[src/rtl/sdma_pkg.sv]
package sdma_pkg;

    localparam int REG_AW        = 3;
    localparam int REG_DW        = 32;
    localparam int STAT_W        = 16;
    localparam int BND_W         = 3;
    localparam int BND_BASE_LOG2 = 12;
    localparam int WORD_BYTES    = 4;
    localparam int ST_DONE_BIT   = 1;
    localparam int ST_BND_BIT    = 3;

    typedef enum logic [REG_AW-1:0] {
        RG_SYSADDR = 3'd0,
        RG_GEOM    = 3'd1,
        RG_BCOUNT  = 3'd2,
        RG_MODE    = 3'd3,
        RG_DMASEL  = 3'd4,
        RG_STAT    = 3'd5,
        RG_STATEN  = 3'd6
    } reg_idx_e;

    typedef enum logic [1:0] {
        ENG_IDLE = 2'd0,
        ENG_RUN  = 2'd1,
        ENG_HALT = 2'd2
    } eng_state_e;

    typedef struct packed {
        logic multi;
        logic dir_rd;
        logic auto_stop;
        logic cnt_en;
        logic dma_en;
    } xfer_mode_t;

    typedef struct packed {
        logic [BND_W-1:0] bnd_code;
        logic [11:0]      blk_len;
    } geom_t;

    function automatic xfer_mode_t unpack_mode(input logic [5:0] raw);
        xfer_mode_t m;
        m.dma_en    = raw[0];
        m.cnt_en    = raw[1];
        m.auto_stop = raw[2];
        m.dir_rd    = raw[4];
        m.multi     = raw[5];
        return m;
    endfunction

    function automatic logic [5:0] pack_mode(input xfer_mode_t m);
        return {m.multi, m.dir_rd, 1'b0, m.auto_stop, m.cnt_en, m.dma_en};
    endfunction

    function automatic logic [31:0] bnd_mask(input logic [BND_W-1:0] code);
        logic [31:0] one;
        one = 32'd1;
        return (one << (BND_BASE_LOG2 + int'(code))) - 32'd1;
    endfunction

endpackage

[src/rtl/sdma_cfg_regs.sv]
module sdma_cfg_regs
    import sdma_pkg::*;
(
    input  logic              clk,
    input  logic              rst,
    input  logic              idle_i,
    input  logic              wr_en_i,
    input  logic [REG_AW-1:0] wr_idx_i,
    input  logic [STAT_W-1:0] wr_data_i,
    input  logic              set_done_i,
    input  logic              set_bnd_i,
    output geom_t             geom_o,
    output xfer_mode_t        mode_o,
    output logic [1:0]        dma_sel_o,
    output logic [STAT_W-1:0] stat_en_o,
    output logic [STAT_W-1:0] stat_o
);

    logic wr_geom, wr_mode, wr_sel, wr_en_mask, wr_stat;
    logic [STAT_W-1:0] evt;

    assign wr_geom    = wr_en_i && idle_i && (wr_idx_i == RG_GEOM);
    assign wr_mode    = wr_en_i && idle_i && (wr_idx_i == RG_MODE);
    assign wr_sel     = wr_en_i && idle_i && (wr_idx_i == RG_DMASEL);
    assign wr_en_mask = wr_en_i && (wr_idx_i == RG_STATEN);
    assign wr_stat    = wr_en_i && (wr_idx_i == RG_STAT);

    always_comb begin
        evt = '0;
        evt[ST_DONE_BIT] = set_done_i;
        evt[ST_BND_BIT]  = set_bnd_i;
    end

    always_ff @(posedge clk) begin
        if (rst) begin
            geom_o    <= '0;
            mode_o    <= '0;
            dma_sel_o <= '0;
            stat_en_o <= '0;
        end else begin
            if (wr_geom)    geom_o    <= wr_data_i[$bits(geom_t)-1:0];
            if (wr_mode)    mode_o    <= unpack_mode(wr_data_i[5:0]);
            if (wr_sel)     dma_sel_o <= wr_data_i[4:3];
            if (wr_en_mask) stat_en_o <= wr_data_i;
        end
    end

    for (genvar b = 0; b < STAT_W; b++) begin : g_stat
        always_ff @(posedge clk) begin
            if (rst) begin
                stat_o[b] <= 1'b0;
            end else if (evt[b] && stat_en_o[b]) begin
                stat_o[b] <= 1'b1;
            end else if (wr_stat && wr_data_i[b]) begin
                stat_o[b] <= 1'b0;
            end
        end
    end


    w1c_clear_chk: assert property (@(posedge clk) disable iff (rst)
        (wr_stat && wr_data_i[ST_DONE_BIT] && !set_done_i) |=> !stat_o[ST_DONE_BIT]);


    stat_gate_chk: assert property (@(posedge clk) disable iff (rst)
        $rose(stat_o[ST_BND_BIT]) |-> $past(stat_en_o[ST_BND_BIT]));

endmodule

[src/rtl/sdma_addr_gen.sv]
module sdma_addr_gen
    import sdma_pkg::*;
#(
    parameter int ADDR_W = 32
) (
    input  logic              clk,
    input  logic              rst,
    input  logic              load_i,
    input  logic [ADDR_W-1:0] load_val_i,
    input  logic              step_i,
    input  logic [BND_W-1:0]  bnd_code_i,
    output logic [ADDR_W-1:0] addr_o,
    output logic              bnd_next_o
);

    logic [ADDR_W-1:0] addr_nxt;
    logic [ADDR_W-1:0] mask;

    assign addr_nxt   = addr_o + ADDR_W'(WORD_BYTES);
    assign mask       = ADDR_W'(bnd_mask(bnd_code_i));
    assign bnd_next_o = ((addr_nxt & mask) == '0);

    always_ff @(posedge clk) begin
        if (rst) begin
            addr_o <= '0;
        end else if (load_i) begin
            addr_o <= load_val_i;
        end else if (step_i) begin
            addr_o <= addr_nxt;
        end
    end

endmodule

[src/rtl/sdma_blk_tracker.sv]
module sdma_blk_tracker
    import sdma_pkg::*;
#(
    parameter int CNT_W = 16,
    parameter int BSZ_W = 12
) (
    input  logic             clk,
    input  logic             rst,
    input  logic             start_i,
    input  logic             step_i,
    input  logic [BSZ_W-1:0] blk_len_i,
    input  logic             dec_en_i,
    input  logic             single_i,
    input  logic             cnt_load_i,
    input  logic [CNT_W-1:0] cnt_load_val_i,
    output logic [CNT_W-1:0] cnt_o,
    output logic             blk_end_o,
    output logic             last_blk_o
);

    localparam int OFF_W = BSZ_W + 1;

    logic [OFF_W-1:0] off_q;
    logic [OFF_W-1:0] off_nxt;

    assign off_nxt    = off_q + OFF_W'(WORD_BYTES);
    assign blk_end_o  = (off_nxt >= {1'b0, blk_len_i});
    assign last_blk_o = single_i || (dec_en_i && (cnt_o == CNT_W'(1)));

    always_ff @(posedge clk) begin
        if (rst || start_i) begin
            off_q <= '0;
        end else if (step_i) begin
            off_q <= blk_end_o ? '0 : off_nxt;
        end
    end

    always_ff @(posedge clk) begin
        if (rst) begin
            cnt_o <= '0;
        end else if (cnt_load_i) begin
            cnt_o <= cnt_load_val_i;
        end else if (step_i && blk_end_o && dec_en_i) begin
            cnt_o <= cnt_o - CNT_W'(1);
        end
    end


    no_underflow_chk: assert property (@(posedge clk) disable iff (rst)
        !(step_i && blk_end_o && dec_en_i && (cnt_o == '0)));


    single_keep_cnt_chk: assert property (@(posedge clk) disable iff (rst)
        (single_i && !dec_en_i && step_i && !cnt_load_i) |=> $stable(cnt_o));

endmodule

[src/rtl/sdma_seq_top.sv]
module sdma_seq_top
    import sdma_pkg::*;
#(
    parameter int ADDR_W = 32,
    parameter int CNT_W  = 16,
    parameter int BSZ_W  = 12
) (
    input  logic              clk,
    input  logic              rst,
    input  logic              reg_wr_en,
    input  logic [REG_AW-1:0] reg_addr,
    input  logic [REG_DW-1:0] reg_wr_data,
    output logic [REG_DW-1:0] reg_rd_data,
    output logic              mem_req_valid,
    input  logic              mem_req_ready,
    output logic [ADDR_W-1:0] mem_req_addr,
    output logic              mem_req_to_mem
);

    eng_state_e        state_q, state_d;
    geom_t             geom;
    xfer_mode_t        mode;
    xfer_mode_t        new_mode;
    logic [1:0]        dma_sel;
    logic [STAT_W-1:0] stat_en, stat;
    logic [CNT_W-1:0]  blk_cnt;
    logic [ADDR_W-1:0] cur_addr;
    logic              idle, wr_sys, wr_cnt, wr_mode;
    logic              start_ok, accept, step_done, step_bnd;
    logic              bnd_next, blk_end, last_blk, dec_en, single;

    assign idle     = (state_q == ENG_IDLE);
    assign wr_sys   = reg_wr_en && (reg_addr == RG_SYSADDR);
    assign wr_cnt   = reg_wr_en && idle && (reg_addr == RG_BCOUNT);
    assign wr_mode  = reg_wr_en && (reg_addr == RG_MODE);
    assign new_mode = unpack_mode(reg_wr_data[5:0]);

    assign start_ok = wr_mode && idle && new_mode.dma_en && (dma_sel == 2'b00)
                      && (geom.blk_len != '0)
                      && !(new_mode.multi && new_mode.cnt_en && (blk_cnt == '0));

    assign dec_en    = mode.multi && mode.cnt_en;
    assign single    = !mode.multi;
    assign accept    = (state_q == ENG_RUN) && mem_req_ready;
    assign step_done = accept && blk_end && last_blk;
    assign step_bnd  = accept && bnd_next && !(blk_end && last_blk);

    always_comb begin
        state_d = state_q;
        unique case (state_q)
            ENG_IDLE: if (start_ok) state_d = ENG_RUN;
            ENG_RUN: begin
                if (step_done)     state_d = ENG_IDLE;
                else if (step_bnd) state_d = ENG_HALT;
            end
            ENG_HALT: if (wr_sys) state_d = ENG_RUN;
            default:  state_d = ENG_IDLE;
        endcase
    end

    always_ff @(posedge clk) begin
        if (rst) state_q <= ENG_IDLE;
        else     state_q <= state_d;
    end

    sdma_cfg_regs u_regs (
        .clk        (clk),
        .rst        (rst),
        .idle_i     (idle),
        .wr_en_i    (reg_wr_en),
        .wr_idx_i   (reg_addr),
        .wr_data_i  (reg_wr_data[STAT_W-1:0]),
        .set_done_i (step_done),
        .set_bnd_i  (step_bnd),
        .geom_o     (geom),
        .mode_o     (mode),
        .dma_sel_o  (dma_sel),
        .stat_en_o  (stat_en),
        .stat_o     (stat)
    );

    sdma_addr_gen #(.ADDR_W(ADDR_W)) u_addr (
        .clk        (clk),
        .rst        (rst),
        .load_i     (wr_sys && (state_q != ENG_RUN)),
        .load_val_i (reg_wr_data[ADDR_W-1:0]),
        .step_i     (accept),
        .bnd_code_i (geom.bnd_code),
        .addr_o     (cur_addr),
        .bnd_next_o (bnd_next)
    );

    sdma_blk_tracker #(.CNT_W(CNT_W), .BSZ_W(BSZ_W)) u_blk (
        .clk            (clk),
        .rst            (rst),
        .start_i        (start_ok),
        .step_i         (accept),
        .blk_len_i      (geom.blk_len),
        .dec_en_i       (dec_en),
        .single_i       (single),
        .cnt_load_i     (wr_cnt),
        .cnt_load_val_i (reg_wr_data[CNT_W-1:0]),
        .cnt_o          (blk_cnt),
        .blk_end_o      (blk_end),
        .last_blk_o     (last_blk)
    );

    assign mem_req_valid  = (state_q == ENG_RUN);
    assign mem_req_addr   = cur_addr;
    assign mem_req_to_mem = mode.dir_rd;

    always_comb begin
        reg_rd_data = '0;
        case (reg_addr)
            RG_SYSADDR: reg_rd_data = REG_DW'(cur_addr);
            RG_GEOM:    reg_rd_data = REG_DW'(geom);
            RG_BCOUNT:  reg_rd_data = REG_DW'(blk_cnt);
            RG_MODE:    reg_rd_data = REG_DW'(pack_mode(mode));
            RG_DMASEL:  reg_rd_data = REG_DW'({dma_sel, 3'b000});
            RG_STAT:    reg_rd_data = REG_DW'(stat);
            RG_STATEN:  reg_rd_data = REG_DW'(stat_en);
            default:    reg_rd_data = '0;
        endcase
    end


    req_hold_chk: assert property (@(posedge clk) disable iff (rst)
        (mem_req_valid && !mem_req_ready) |=> (mem_req_valid && $stable(mem_req_addr)));


    bnd_stop_chk: assert property (@(posedge clk) disable iff (rst)
        (accept && bnd_next && !(blk_end && last_blk)) |=> !mem_req_valid);


    done_stop_chk: assert property (@(posedge clk) disable iff (rst)
        (accept && blk_end && last_blk) |=> (!mem_req_valid && !$rose(stat[ST_BND_BIT])));


    sel_gate_chk: assert property (@(posedge clk) disable iff (rst)
        $rose(mem_req_valid) |-> (dma_sel == 2'b00));

endmodule

[config.mk]
export PLATFORM = sky130hd
export DESIGN_NAME = sdma_seq_top
export DESIGN_NICKNAME = d
export VERILOG_FILES = /design/src/rtl/sdma_pkg.sv /design/src/rtl/sdma_cfg_regs.sv /design/src/rtl/sdma_addr_gen.sv /design/src/rtl/sdma_blk_tracker.sv /design/src/rtl/sdma_seq_top.sv
export SDC_FILE = /design/constraint.sdc
export NUM_CORES = 1
export LEC_CHECK = 0
export BUFFER_PORTS_ARGS = -buffer_cell sky130_fd_sc_hd__buf_2
export CAP_MARGIN = 25
export CELL_PAD_IN_SITES_DETAIL_PLACEMENT = 0
export CELL_PAD_IN_SITES_GLOBAL_PLACEMENT = 1
export CORE_MARGIN = 10
export CORE_UTILIZATION = 37
export DETAILED_ROUTE_END_ITERATION = 12
export GPL_TIMING_DRIVEN = 0
export PLACE_DENSITY_LB_ADDON = 0.05
export SLEW_MARGIN = 20
export SYNTH_ARGS = -nofsm -noshare
export SYNTH_HDL_FRONTEND = slang
export SYNTH_SLANG_ARGS = --single-unit
[constraint.sdc]
create_clock -name clk -period 3.47 [get_ports clk]
set_input_delay 0.694 -clock clk [delete_from_list [all_inputs] [get_ports clk]]
set_output_delay 0.694 -clock clk [all_outputs]
set_load 0.02 [all_outputs]
[Word level (Yosys, flattened, before mapping)]
Cells that the tools add are included.
Word-level totals
  flip-flop bits (word level): 103
  output and inout bits: 66
  logic and storage cells: 97
Cells by class
  add/subtract/negate cells: 5
  magnitude comparators: 1
  equal/unequal tests: 13
  shifts and indexed selects: 1
  mux-type cells: 15
  bitwise operators: 1
  reductions and logical operators: 46
Operators with widths (number)
  32-bit case mux with 7 select lines: 1
  32-bit 2-to-1 mux: 2
  32-bit by 3-bit adder with 32-bit output, second input constant: 1
  32-bit AND: 1
  32-bit zero test: 1
  16-bit 2-to-1 mux: 2
  1-bit by 32-bit left shift with 32-bit output, first input constant: 1
  32-bit by 1-bit subtractor with 32-bit output, second input constant: 1
  1-bit logical AND: 30
  16-bit by 1-bit == test with 1-bit output, second input constant: 1
  16-bit zero test: 1
  16-bit by 1-bit subtractor with 16-bit output, second input constant: 1
  13-bit by 3-bit adder with 13-bit output, second input constant: 1
  13-bit by 12-bit greater-or-equal comparator with 1-bit output: 1
  13-bit 2-to-1 mux: 1
  12-bit nonzero test: 1
  3-bit == test, second input constant: 3
  2-bit 2-to-1 mux: 4
  2-bit nonzero test: 4
  3-bit by 2-bit == test with 1-bit output, second input constant: 2
  2-bit case mux with 3 select lines: 1
  4-bit by 3-bit adder with 5-bit output, first input constant: 1
  2-bit zero test: 2
  1-bit 2-to-1 mux: 4
  10 further kinds: 14

[Logic depth before layout (Yosys ltp)]
Gate-level depths: netlist of the first run.
  word-level depth: 10
  mapped depth: 13

[By module]
Synthesis of the first run repeated with hierarchy kept, for this count alone.
Second synthesis, totals
  cells, all modules: 843
  area total of the unflattened synthesis: 6864.1 um^2
By module, submodules not included
  sdma_addr_gen: times used 1, cells an instance 259, area each 2142.1 um^2
  sdma_blk_tracker: times used 1, cells an instance 235, area each 1886.8 um^2
  sdma_cfg_regs: times used 1, cells an instance 192, area each 1742.9 um^2
  sdma_seq_top: times used 1, cells an instance 157, area each 1092.3 um^2

[Least setup slack after synthesis of the first run]
No wires, ideal clock.
  path kind: flip-flop to flip-flop
  from: register u_blk.off_q[4]
  to: register state_q[0]
  arrival: 3.168 ns
  slack: 0.183 ns
  cell stages (with the launch flop): 14
  path buffers: 2
  period minus slack after synthesis: 3.287 ns
  path through: dfxtp_1 > and3_1 > and4_1 > and3_1 > xor2_1 > ha_1 > o21ai_0 > nor2_1 > or4_1 > buf_2 > or2_1 > buf_6 > a221o_1 > o221a_1
Between the ends
  cells in the longest elaborated chain, start to end: 7
  elaborated cells on any way between the ends: 11
Ends and longest elaborated chain
  from (decl): line sdma_blk_tracker.sv:23  | logic [OFF_W-1:0] off_q;
  from (signal assigned): line sdma_blk_tracker.sv:34  | off_q <= blk_end_o ? '0 : off_nxt;
  13-bit by 3-bit adder with 13-bit output (*): line sdma_blk_tracker.sv:26  | assign off_nxt = off_q + OFF_W'(WORD_BYTES);
  13-bit by 12-bit greater-or-equal comparator with 1-bit output (*): line sdma_blk_tracker.sv:27  | assign blk_end_o = (off_nxt >= {1'b0, blk_len_i});
  1-bit logical AND: line sdma_seq_top.sv:46  | assign step_bnd = accept && bnd_next && !(blk_end && last_blk);
  1-bit zero test: line sdma_seq_top.sv:46
  1-bit logical AND: line sdma_seq_top.sv:46
  3-bit by 1-bit != test with 1-bit output (no source line)
  3-bit AND reduction (no source line)
  to (signal assigned): line sdma_seq_top.sv:63  | else state_q <= state_d;
  to (decl): line sdma_seq_top.sv:20  | eng_state_e state_q, state_d;
Every way passes the cells marked *; elsewhere a longest branch is shown, timed or not.
A chain may end at the register's enable or synchronous reset.

[Worst setup path in the final report of the first run]
  from: register u_blk.off_q[2]
  to: register state_q[1]
The elaborated chain is that of the path after synthesis.

==> flow_summary.rst, run 1 <==
.. list-table::
   :header-rows: 1

   * - Metric
     - Value
   * - Status
     - finished clean
   * - Share of the clock period used by the worst path
     - 98.0%
   * - Switching part of the total power
     - 29.6%
   * - Num Clock Sinks
     - 101
   * - Maximum count of clock buffers along a single path
     - 2
   * - Area enclosed by the die boundary
     - 22,500 um2
   * - Remaining routing DRC violations
     - 0
   * - CTS tree
     - yes
   * - #FFs+latches synth
     - 101
   * - Final layout net count
     - 1,009
   * - Initial antenna violation count
     - 0
   * - Most prevalent standard cell on the critical path
     - sky130_fd_sc_hd__and3_4
   * - Post-synthesis adder-cell area fraction
     - 2.80%
   * - Shortest clock period the worst path allows after layout
     - 3.40 ns
   * - Main flop type after synthesis
     - sky130_fd_sc_hd__dfxtp_1
   * - Post-synth EDFFs
     - 0
   * - Cell internal pwr
     - 1.81 mW
   * - Initial core utilization
     - 37.7%
   * - Height of the die
     - 150 um
   * - Core area
     - 16,600 um2
   * - Top cell type's share of synthesized area
     - 32.3%
   * - CP Class
     - reg -> reg
   * - IR Drop Worst-Case VDD
     - 258 uV
   * - Xor-xnor portion of the synthesized cell area
     - 1.68%
   * - Total number of vias
     - 6,950
   * - Arrival time worst endpoint
     - 3.67 ns
   * - Number of detailed-route iterations in the first pass
     - 6
   * - Clock Pin Slew Worst Setup and Hold Paths
     - 0.08 ns
   * - Cells on worst reg2reg path
     - 13
   * - Clk Latency, worst-skew pair
     - 0.37 ns
   * - Fmax
     - 0.294 GHz
   * - Overall fraction of global-route tracks in use
     - 23.2%
   * - RD Place Congestion
     - 0.935
   * - Worst hold path depth
     - 2
   * - Kind of path behind the tightest hold check
     - reg -> reg
   * - Vias in the first global route
     - 6,788
   * - Top Layer Used
     - met4
   * - P&R area growth vs syn
     - 20.4%
   * - Max FO, Critical Path
     - 10
   * - Post-synthesis compound-gate area fraction
     - 23.5%
   * - Most common cell in the netlist
     - sky130_fd_sc_hd__nand2_1
   * - Post-synthesis cell type with the largest combined area
     - sky130_fd_sc_hd__dfxtp_1
   * - Portion of the post-synthesis area used by sequential elements
     - 32.3%
   * - Remaining global-route overflow
     - 0
   * - Mux share of post-synthesis cell area
     - 5.88%
   * - First-pass GRT wire length
     - 40.0 mm
   * - Fillers
     - 1,754
   * - Total wire length after detailed routing
     - 26.4 mm
   * - Routed length on met1
     - 11.9 mm
   * - Critical path endpoint category
     - flop
   * - Path length in cells of the critical path
     - 13
   * - Routed wire length per instance
     - 22.4 um
   * - H-tree depth
     - 3
   * - Core Util, Final
     - 45.4%
   * - Post-detail-place hpwl
     - 20.0 mm
   * - Power density normalized to cell area
     - 342 nW/um2
   * - Routed met3 length
     - 1.81 mm
   * - Unique cell type count in the Yosys netlist
     - 68
   * - Cell breakdown of the critical path
     - and3_4 -> and4_4 -> and3_4 -> xor2_4 -> ha_1 -> o21ai_0 -> nor2_1 -> or4_4 -> buf_8 -> or2_1 -> buf_6 -> a221o_1 -> a221oi_2
   * - Final Setup Violations
     - 0
   * - Synth top cells by count
     - sky130_fd_sc_hd__nand2_1 (124), sky130_fd_sc_hd__dfxtp_1 (101), sky130_fd_sc_hd__a21oi_1 (91)
   * - Routed length on met2
     - 12.0 mm
   * - Layout Skew
     - 0.00810 ns
   * - Post-Layout Cell Count
     - 1,181
   * - Number of antenna cells inserted
     - 0
   * - Number of standard cells after synthesis
     - 835
   * - Dpl cells
     - 1,158
   * - Worst reg2reg setup slack
     - 0.07 ns
   * - Number of port buffers
     - 102
   * - Async set or reset register ratio after synthesis
     - 0%
   * - Total CTS buffers
     - 9
   * - Average via count per standard cell
     - 5.88
   * - Crit-path max cell delay
     - 0.45 ns
   * - Post-Synth Simple-Gate Area
     - 28.0%
   * - Required time of the worst setup path
     - 3.74 ns
   * - Part of the power in combinational logic
     - 12.1%
   * - Crit path buffers/inverters
     - 2
   * - Max-Slew Margin vs Limit
     - 39.9%
   * - Total chip power
     - 2.57 mW
   * - Number of hold violations in the final report
     - 0
   * - Top-level I/O count
     - 105
   * - Fraction of layout cells with a size suffix above 1
     - 18.6%
   * - Standard-cell rows
     - 47
   * - Flop pwr share
     - 46.9%
   * - Sw Pwr
     - 0.762 mW
   * - Slew at the pin closest to its max-slew limit
     - 0.894 ns
   * - Pin count of the biggest net entering global routing
     - 18
   * - Number of DRC markers in iteration 0
     - 551
   * - Launching element type of the critical path
     - flop
   * - Fin. max-slew vios
     - 0
   * - Clock group share of total power
     - 40.9%
   * - Cell area after synthesis
     - 6250 um2
   * - Die width
     - 150 um
   * - Max-cap viol count
     - 0
   * - Biggest area contributors in the synthesized netlist
     - sky130_fd_sc_hd__dfxtp_1 (32%), sky130_fd_sc_hd__nand2_1 (7.4%), sky130_fd_sc_hd__a21oi_1 (7.3%)
   * - Clock root buffer
     - sky130_fd_sc_hd__clkbuf_16
   * - Yosys Warn Count
     - 0
   * - Dominant combinational cell family by area after synthesis
     - simple AND/OR/NAND/NOR gates
   * - Leakage
     - 2.92 nW
   * - Net count after synthesis
     - 888
   * - Delay-heaviest family, CP
     - simple AND/OR/NAND/NOR gates
   * - Cell at the slowest stage of the critical path
     - sky130_fd_sc_hd__or4_4
   * - Average instance area after synthesis
     - 7.49 um2
   * - ANT nets after route
     - 0
-- sequential cells by signal, indices dropped and copies added, names as in the netlist --
register and count:
u_regs.geom_o 15, u_regs.dma_sel_o 2, state_q 2, u_addr.addr_o 32, u_blk.off_q 11, u_regs.mode_o 5, u_regs.stat_o 2, u_blk.cnt_o 16
u_regs.stat_en_o 16
-- per-layer routing --
layer | vias up | GRT usage [%]
li1 | 3280 | -
met1 | 3348 | 30.2
met2 | 273 | 37.2
met3 | 49 | 4.47
met4 | 0 | 8.70
met5 | - | 0
-- area by class of cell --
cell class	instances	area (um2)	area share [%]
clock buffers	11	253	3.36
flip-flops and latches	101	2030	27.0
well taps	220	275	3.66
plain buffers	66	285	3.79
multi-input cells	642	3960	52.7
inverters	25	93.8	1.25
repair buffers	111	578	7.68
clock inverters	5	41.3	0.549
-- worst reg2reg max path, cell delays in order (launching register included) --
cell and delay [ns]:
sky130_fd_sc_hd__dfxtp_4 0.37, sky130_fd_sc_hd__and3_4 0.20, sky130_fd_sc_hd__and4_4 0.26, sky130_fd_sc_hd__and3_4 0.22
sky130_fd_sc_hd__xor2_4 0.17, sky130_fd_sc_hd__ha_1 0.26, sky130_fd_sc_hd__o21ai_0 0.08, sky130_fd_sc_hd__nor2_1 0.06
sky130_fd_sc_hd__or4_4 0.45, sky130_fd_sc_hd__buf_8 0.17, sky130_fd_sc_hd__or2_1 0.24, sky130_fd_sc_hd__buf_6 0.15
sky130_fd_sc_hd__a221o_1 0.41, sky130_fd_sc_hd__a221oi_2 0.28
-- cell usage in the layout (no fill, tap or decap), types with 5 or more instances in the layout --
cell | Yosys | routed
sky130_fd_sc_hd__nand2_1 | 124 | 124
sky130_fd_sc_hd__buf_2 | 8 | 109
sky130_fd_sc_hd__dfxtp_1 | 101 | 95
sky130_fd_sc_hd__a21oi_1 | 91 | 91
sky130_fd_sc_hd__nor2_1 | 64 | 62
sky130_fd_sc_hd__clkbuf_1 | 52 | 50
sky130_fd_sc_hd__o21ai_0 | 45 | 44
sky130_fd_sc_hd__nand3_1 | 27 | 27
sky130_fd_sc_hd__inv_1 | 25 | 25
sky130_fd_sc_hd__nor3_1 | 23 | 22
sky130_fd_sc_hd__mux2i_1 | 21 | 21
sky130_fd_sc_hd__a31oi_1 | 21 | 21
sky130_fd_sc_hd__and2_1 | 20 | 20
sky130_fd_sc_hd__or3_1 | 16 | 16
sky130_fd_sc_hd__and3_1 | 17 | 15
sky130_fd_sc_hd__ha_1 | 14 | 13
sky130_fd_sc_hd__nand4_1 | 12 | 12
sky130_fd_sc_hd__o211ai_1 | 10 | 10
sky130_fd_sc_hd__clkbuf_16 | 0 | 9
sky130_fd_sc_hd__buf_4 | 0 | 9
sky130_fd_sc_hd__or4_1 | 9 | 8
sky130_fd_sc_hd__nor4_1 | 7 | 7
sky130_fd_sc_hd__mux4_2 | 6 | 6
sky130_fd_sc_hd__xor2_1 | 9 | 6
sky130_fd_sc_hd__a311oi_1 | 6 | 6
sky130_fd_sc_hd__nand4b_1 | 5 | 5
sky130_fd_sc_hd__or2_2 | 5 | 5
sky130_fd_sc_hd__a221oi_1 | 5 | 5
-- final timing paths --
path,from,to
worst max-delay path,u_blk.off_q[2],state_q[1]
worst min-delay path,u_regs.stat_en_o[6],u_regs.stat_en_o[6]
worst max register to register,u_blk.off_q[2],state_q[1]
worst min register to register,u_regs.stat_en_o[6],u_regs.stat_en_o[6]
-- what timing repair did --
action / 4_1_cts / 5_1_grt
setup endpoints to repair: 38 / 28
setup buffers: 5 / 3
hold buffers: 0 / 0
pin swaps: 3 / 4
gates cloned: 0 / 0
gates resized for setup: 23 / 12
-- power groups by stage --
stage / clock network [mW] / logic [mW] / registers, mW
CTS: 1.07 / 0.310 / 1.21
global route: 1.11 / 0.339 / 1.21
detailed placement: 0 / 0.308 / 1.24
global placement: 0 / 0.303 / 1.24
finish: 1.05 / 0.312 / 1.21
floorplan: 0 / 0.166 / 1.24
-- cells by family after synthesis --
| group | after synthesis |
|---|---|
| and+or+nand+nor | 353 |
| AOI/OAI and AO/OA | 234 |
| DFF | 101 |
| buffers and inverters | 92 |
| muxes | 29 |
| adders and majority gates | 14 |
| xor gates and xnor gates | 12 |
-- through the flow --
step | hold WS (ns) | instance area [um2] | setup WS [ns] | TNS [ns]
after global routing | 0.483 | 7520 | -0.0173 | -0.0173
after floorplan | 0.423 | 6250 | 0.183 | 0
after global placement | 0.442 | 7040 | -0.431 | -12.59
final | 0.461 | 7520 | 0.0698 | 0
after detailed placement | 0.451 | 7050 | -0.316 | -6.87
after CTS | 0.463 | 7460 | 0.00162 | 0
Power figures use the tool's default switching activity.
==> run 2, diff against run 1 <==
--- a/config.mk
+++ b/config.mk
@@ -10,11 +10,13 @@
 export CELL_PAD_IN_SITES_DETAIL_PLACEMENT = 0
 export CELL_PAD_IN_SITES_GLOBAL_PLACEMENT = 1
 export CORE_MARGIN = 10
-export CORE_UTILIZATION = 37
+export CORE_UTILIZATION = 39
 export DETAILED_ROUTE_END_ITERATION = 12
 export GPL_TIMING_DRIVEN = 0
 export PLACE_DENSITY_LB_ADDON = 0.05
+export RECOVER_POWER = 50
 export SLEW_MARGIN = 20
 export SYNTH_ARGS = -nofsm -noshare
 export SYNTH_HDL_FRONTEND = slang
+export SYNTH_HIERARCHICAL = 1
 export SYNTH_SLANG_ARGS = --single-unit
==> flow_summary.rst, run 2 <==
.. list-table::
   :header-rows: 1

   * - Metric
     - Value
   * - Status
     - finished clean
   * - Worst flop-to-flop path endpoint
     - u_blk/cnt_o[11]
   * - Remaining global-route overflow
     - 0
   * - Required time of the worst setup path
     - 2.78 ns
   * - Critical path endpoint category
     - primary output
   * - Critical register-to-register path startpoint
     - u_blk/off_q[2]
   * - ANT nets after route
     - 0
   * - Clock Pin Slew Worst Setup and Hold Paths
     - 0.08 ns
   * - Initial core utilization
     - 39.7%
   * - Cell breakdown of the critical path
     - clkbuf_1 -> buf_4 -> buf_6 -> buf_4 -> mux2i_1 -> nor2_1 -> a211oi_1 -> a21oi_1 -> buf_2
   * - Layout Skew
     - 0.0126 ns
   * - Delay-heaviest family, CP
     - buffers and inverters
   * - Vias in the first global route
     - 6,206
   * - Launching instance or port of the critical path
     - reg_addr[0]
   * - Shortest clock period the worst path allows after layout
     - 3.26 ns
   * - Pin count of the biggest net entering global routing
     - 18
   * - Path length in cells of the critical path
     - 9
   * - Unique cell type count in the Yosys netlist
     - 83
   * - Launching element type of the critical path
     - primary input
   * - Async set or reset register ratio after synthesis
     - 0%
   * - Crit path buffers/inverters
     - 5
   * - Post-synthesis cell type with the largest combined area
     - sky130_fd_sc_hd__dfxtp_1
   * - Critical Path Sink
     - reg_rd_data[13]
   * - Cell at the slowest stage of the critical path
     - sky130_fd_sc_hd__a211oi_1
   * - Average via count per standard cell
     - 5.37
   * - Area enclosed by the die boundary
     - 23,300 um2
   * - Most prevalent standard cell on the critical path
     - sky130_fd_sc_hd__buf_4
   * - Biggest area contributors in the synthesized netlist
     - sky130_fd_sc_hd__dfxtp_1 (29%), sky130_fd_sc_hd__mux2i_1 (6.4%), sky130_fd_sc_hd__a21oi_1 (4.7%)
   * - First-pass GRT wire length
     - 37.6 mm
   * - #FFs+latches synth
     - 101
   * - Maximum count of clock buffers along a single path
     - 2
   * - P&R area growth vs syn
     - 17.0%
   * - Most common cell after layout, fill and taps aside
     - sky130_fd_sc_hd__dfxtp_1
   * - Initial antenna violation count
     - 0
   * - Average instance area after synthesis
     - 8.14 um2
   * - Fmax
     - 0.307 GHz
   * - Post-synth EDFFs
     - 0
   * - Commonest cells after routing, fill and taps aside
     - sky130_fd_sc_hd__dfxtp_1 (99), sky130_fd_sc_hd__buf_2 (89), sky130_fd_sc_hd__nand2_1 (75)
   * - Crit path setup slack, layout
     - 0.211 ns
   * - Core area
     - 17,300 um2
   * - Power density normalized to cell area
     - 340 nW/um2
   * - Number of DRC markers in iteration 0
     - 396
   * - Crit-path max cell delay
     - 0.37 ns
   * - Overall fraction of global-route tracks in use
     - 20.3%
   * - Number of hold violations in the final report
     - 0
   * - Worst reg2reg setup slack
     - 0.29 ns
   * - Yosys Warn Count
     - 6
   * - Max FO, Critical Path
     - 10
   * - Clk Latency, worst-skew pair
     - 0.36 ns
   * - H-tree depth
     - 3
   * - Most flop-heavy register
     - u_addr/addr_o
   * - Max-Slew Margin vs Limit
     - 48.4%
   * - Setup TNS Final
     - 0 ns
   * - Synth top cells by count
     - sky130_fd_sc_hd__dfxtp_1 (101), sky130_fd_sc_hd__nand2_1 (75), sky130_fd_sc_hd__nor2_1 (68)
   * - Fin. max-slew vios
     - 0
   * - Number of standard cells after synthesis
     - 843
   * - Cell area after synthesis
     - 6860 um2
   * - Height of the die
     - 153 um
   * - IR Drop Worst-Case VDD
     - 245 uV
   * - Unrepaired setup endpoints after global routing
     - no
   * - Worst setup slack before clock tree synthesis
     - -0.0756 ns
   * - Total number of vias
     - 6,449
   * - Remaining routing DRC violations
     - 0
   * - Max-cap viol count
     - 0
   * - Total wire length after detailed routing
     - 24.5 mm
   * - Top cell type's share of synthesized area
     - 29.5%
   * - Share of the clock period used by the worst path
     - 93.9%
   * - Slew at the pin closest to its max-slew limit
     - 0.769 ns
   * - Portion of the post-synthesis area used by sequential elements
     - 29.5%
   * - Regs by FF count
     - u_addr/addr_o: 32 flops, u_blk/cnt_o: 16 flops, u_regs/stat_en_o: 16 flops
   * - Total chip power
     - 2.73 mW
   * - CP Class
     - in -> out
   * - Number of antenna cells inserted
     - 0
   * - Number of port buffers
     - 104
   * - Final layout net count
     - 1,026
   * - Clock root buffer
     - sky130_fd_sc_hd__clkbuf_16
   * - Arrival time worst endpoint
     - 2.56 ns
   * - Leakage
     - 3.32 nW
   * - Number of detailed-route iterations in the first pass
     - 5
   * - Cells on worst reg2reg path
     - 12
   * - CTS tree
     - yes
   * - Launch instance of the worst min-delay path
     - u_regs/stat_en_o[7]
   * - Top-level I/O count
     - 105
   * - Standard-cell rows
     - 48
   * - Flip-flop count of the largest register after layout
     - 32
   * - Total CTS buffers
     - 9
   * - Kind of path behind the tightest hold check
     - reg -> reg
   * - Die width
     - 153 um
   * - Routed wire length per instance
     - 20.4 um
   * - RD Place Congestion
     - 0.878
   * - Most common cell in the netlist
     - sky130_fd_sc_hd__dfxtp_1
   * - Fraction of layout cells with a size suffix above 1
     - 17.6%
   * - Post-detail-place hpwl
     - 19.0 mm
   * - Final Setup Violations
     - 0
   * - Num Clock Sinks
     - 101
   * - Main flop type after synthesis
     - sky130_fd_sc_hd__dfxtp_1
run 2: cell type report:
cell class | instances | area, um2
buffer | 73 | 422
clock inverter | 5 | 65.1
multi-input combinational | 647 | 4370
fill | 1790 | 9270
inverter | 35 | 131
sequential | 101 | 2020
clock buffer | 11 | 253
timing repair buffer | 105 | 485
tap | 225 | 282
run 2: worst min-delay path by stage:
stage | to | slack (ns) | depth (start not counted)
after CTS | u_regs/stat_en_o[6] | 0.46 | 2
after floorplan | u_regs/stat_en_o[2] | 0.44 | 2
after detailed placement | u_regs/stat_en_o[6] | 0.45 | 2
after global routing | u_regs/stat_en_o[9] | 0.47 | 2
after global placement | u_regs/stat_en_o[15] | 0.45 | 2
final | u_regs/stat_en_o[7] | 0.46 | 2
run 2: per-layer routing:
layer | wire [um] | up-vias | track usage (%)
li1 | - | 3223 | -
met1 | 11500 | 3035 | 26.6
met2 | 11200 | 164 | 32.4
met3 | 1310 | 27 | 4.21
met4 | 579 | 0 | 6.90
met5 | 0 | - | 0
run 2: power by group:
| group | internal (mW) | total [mW] | leakage (nW) | switching, mW |
|---|---|---|---|---|
| clock | 0.607 | 1.09 | 0.157 | 0.484 |
| combinational | 0.154 | 0.417 | 2.34 | 0.263 |
| sequential | 1.18 | 1.22 | 0.819 | 0.0385 |
run 2: kinds of logic (layout without fill, tap and decap cells):
family,after synthesis,count (layout),share of synthesized area [%]
AOI/OAI and AO/OA,179,179,17.4
and+or+nand+nor,336,336,27.9
xor gates and xnor gates,55,55,7.13
buffers and inverters,108,229,8.06
other,1,14,0.0546
muxes,48,48,7.24
DFF,101,101,29.5
adders and majority gates,15,15,2.73
run 2: repair_timing:
item                                    4_1_cts  5_1_grt
resized for setup                             1        9
endpoints found under the setup margin        1       21
hold buffers                                  0        0
pin swaps                                     0        1
setup buffers                                 0        1
run 2: through the flow:
| stage | util, % | instance area (um2) | instances | hold WS (ns) |
|---|---|---|---|---|
| CTS | 46.5 | 8050 | 1201 | 0.460 |
| global route | 46.4 | 8030 | 1202 | 0.474 |
| global placement | 44.6 | 7710 | 1185 | 0.446 |
| detailed placement | 44.6 | 7710 | 1185 | 0.449 |
| floorplan | - | 6910 | 856 | 0.437 |
| finish | 46.4 | 8030 | 1202 | 0.459 |
run 2: worst min-delay path, delay by kind of cell, from the launching register on:
| family | cells | cell delay [ns] |
|---|---|---|
| compound gates | 1 | 0.05 |
| flops | 1 | 0.32 |
| simple gates | 1 | 0.05 |
==> run 3, diff against run 2 <==
--- a/config.mk
+++ b/config.mk
@@ -13,7 +13,7 @@
 export CORE_UTILIZATION = 39
 export DETAILED_ROUTE_END_ITERATION = 12
 export GPL_TIMING_DRIVEN = 0
-export PLACE_DENSITY_LB_ADDON = 0.05
+export PLACE_DENSITY = 0.78
 export RECOVER_POWER = 50
 export SLEW_MARGIN = 20
 export SYNTH_ARGS = -nofsm -noshare
==> flow_summary.rst, run 3 (synthesized netlist as in run 2, its figures left out) <==
.. list-table::
   :header-rows: 1

   * - Metric
     - Value
   * - Status
     - finished clean
   * - Critical path endpoint category
     - flop
   * - Required time of the worst setup path
     - 3.72 ns
   * - Routed wire length per instance
     - 19.5 um
   * - Flip-flop count of the largest register after layout
     - 32
   * - Number of port buffers
     - 104
   * - First-pass GRT wire length
     - 36.7 mm
   * - RD Place Congestion
     - 0.905
   * - Remaining global-route overflow
     - 0
   * - IR Drop Worst-Case VDD
     - 251 uV
   * - Setup TNS Final
     - 0 ns
   * - Number of DRC markers in iteration 0
     - 445
   * - Total wire length after detailed routing
     - 23.4 mm
   * - Max-cap viol count
     - 0
   * - Clock group share of total power
     - 41.4%
   * - Fmax
     - 0.311 GHz
   * - Vias in the first global route
     - 6,357
   * - Regs by FF count
     - u_addr/addr_o: 32 flops, u_blk/cnt_o: 16 flops, u_regs/stat_en_o: 16 flops
   * - Max-Slew Margin vs Limit
     - 50.3%
   * - Remaining routing DRC violations
     - 0
   * - Standard-cell rows
     - 48
   * - Final layout net count
     - 1,026
   * - Total CTS buffers
     - 9
   * - Overall fraction of global-route tracks in use
     - 19.4%
   * - Number of antenna cells inserted
     - 0
   * - Fraction of layout cells with a size suffix above 1
     - 17.2%
   * - Cell internal pwr
     - 2.03 mW
   * - Leakage
     - 3.31 nW
   * - Maximum count of clock buffers along a single path
     - 2
   * - H-tree depth
     - 3
   * - Share of the clock period used by the worst path
     - 92.7%
   * - Total number of vias
     - 6,544
   * - Area enclosed by the die boundary
     - 23,300 um2
   * - Post-detail-place hpwl
     - 18.1 mm
   * - Worst hold margin
     - 0.461 ns
   * - Core area
     - 17,300 um2
   * - Flop pwr share
     - 44.0%
   * - Number of hold violations in the final report
     - 0
   * - Shortest clock period the worst path allows after layout
     - 3.22 ns
   * - Most common cell after layout, fill and taps aside
     - sky130_fd_sc_hd__dfxtp_1
   * - Die width
     - 153 um
   * - Commonest cells after routing, fill and taps aside
     - sky130_fd_sc_hd__dfxtp_1 (100), sky130_fd_sc_hd__buf_2 (88), sky130_fd_sc_hd__nand2_1 (75)
   * - Clock root buffer
     - sky130_fd_sc_hd__clkbuf_16
   * - Most flop-heavy register
     - u_addr/addr_o
   * - Average via count per standard cell
     - 5.45
   * - CP Class
     - reg -> reg
   * - Switching part of the total power
     - 27.2%
   * - Clock Pin Slew Worst Setup and Hold Paths
     - 0.07 ns
   * - Initial antenna violation count
     - 1
   * - Post-CTS Hold Fix Bufs
     - 0
   * - Kind of path behind the tightest hold check
     - reg -> reg
   * - Height of the die
     - 153 um
   * - Fillers
     - 1,807
   * - Top-level I/O count
     - 105
   * - Slew at the pin closest to its max-slew limit
     - 0.746 ns
   * - Launching element type of the critical path
     - flop
   * - Final Setup Violations
     - 0
   * - CTS tree
     - yes
   * - Layout Skew
     - 0.00901 ns
   * - Number of detailed-route iterations in the first pass
     - 5
   * - Power density normalized to cell area
     - 346 nW/um2
   * - Part of the power in combinational logic
     - 14.6%
   * - Initial core utilization
     - 39.7%
   * - Unrepaired setup endpoints after global routing
     - no
   * - ANT nets after route
     - 0
   * - Clk Latency, worst-skew pair
     - 0.36 ns
   * - Num Clock Sinks
     - 101
   * - Sw Pwr
     - 0.755 mW
   * - P&R area growth vs syn
     - 17.1%
   * - Pin count of the biggest net entering global routing
     - 16
   * - Max FO, Critical Path
     - 8
   * - Arrival time worst endpoint
     - 3.47 ns
   * - Fin. max-slew vios
     - 0
## run 3: metal layers
metal / up-vias / wire [um] / share of wire (%) / GRT usage [%]
li1: 3217 / - / - / -
met1: 3075 / 10700 / 46 / 25.5
met2: 220 / 10200 / 44 / 29.6
met3: 32 / 1810 / 7.8 / 5.11
met4: 0 / 647 / 2.8 / 7.45
met5: - / 0 / 0 / 0
## run 3: through the flow
step / utilization [%] / instances / power (mW) / setup WS [ns] / cell area, um2
2_1_floorplan: - / 856 / 1.50 / 0.698 / 6910
3_3_place_gp: 44.6 / 1185 / 1.65 / 0.0925 / 7710
3_5_place_dp: 44.6 / 1185 / 1.65 / 0.117 / 7710
4_1_cts: 46.5 / 1200 / 2.79 / 0.101 / 8050
5_1_grt: 46.5 / 1201 / 2.87 / 0.0757 / 8040
6_report: 46.5 / 1201 / 2.78 / 0.252 / 8040
## run 3: layout make-up
cell class / count / area (um2) / share of cell area, %
Clock buffer: 12 / 267 / 3.31
Multi-Input combinational cell: 647 / 4360 / 54.3
Timing Repair Buffer: 105 / 484 / 6.02
Buffer: 73 / 422 / 5.24
Inverter: 35 / 131 / 1.63
Sequential cell: 101 / 2020 / 25.2
Clock inverter: 3 / 67.6 / 0.840
Tap cell: 225 / 282 / 3.50
## run 3: path summary, 6_finish.rpt
check / startpoint / end / slack [ns] / cells after the start
hold reg to reg: u_regs/stat_en_o[13] / u_regs/stat_en_o[13] / 0.46 / 2
hold / removal: u_regs/stat_en_o[13] / u_regs/stat_en_o[13] / 0.46 / 2
setup reg to reg: u_addr/addr_o[2] / state_q[0] / 0.25 / 11
setup / recovery: u_addr/addr_o[2] / state_q[0] / 0.25 / 11
## run 3: critical path: stages (launching register included)
cell and delay [ns]:
sky130_fd_sc_hd__dfxtp_1 0.59, sky130_fd_sc_hd__ha_1 0.38, sky130_fd_sc_hd__nand4_4 0.22, sky130_fd_sc_hd__nor4b_1 0.41, sky130_fd_sc_hd__xor2_1 0.12, sky130_fd_sc_hd__a21oi_1 0.20
sky130_fd_sc_hd__o22ai_1 0.14, sky130_fd_sc_hd__a2111oi_4 0.51, sky130_fd_sc_hd__a21o_1 0.13, sky130_fd_sc_hd__nand2_1 0.06, sky130_fd_sc_hd__a32o_1 0.20, sky130_fd_sc_hd__o21ba_1 0.16
## run 3: power by group through the flow
stage	Sequential, mW	Combinational [mW]	Clock (mW)
6_report	1.22	0.406	1.15
5_1_grt	1.23	0.444	1.20
4_1_cts	1.22	0.403	1.16
3_5_place_dp	1.25	0.401	0
3_3_place_gp	1.25	0.401	0
2_1_floorplan	1.25	0.251	0
## run 3: what timing repair did
action / in CTS / in global routing
endpoints found under the hold margin: 0 / 0
setup endpoints to repair: 0 / 20
buffers inserted: 0 / 1
gates resized for setup: 0 / 8
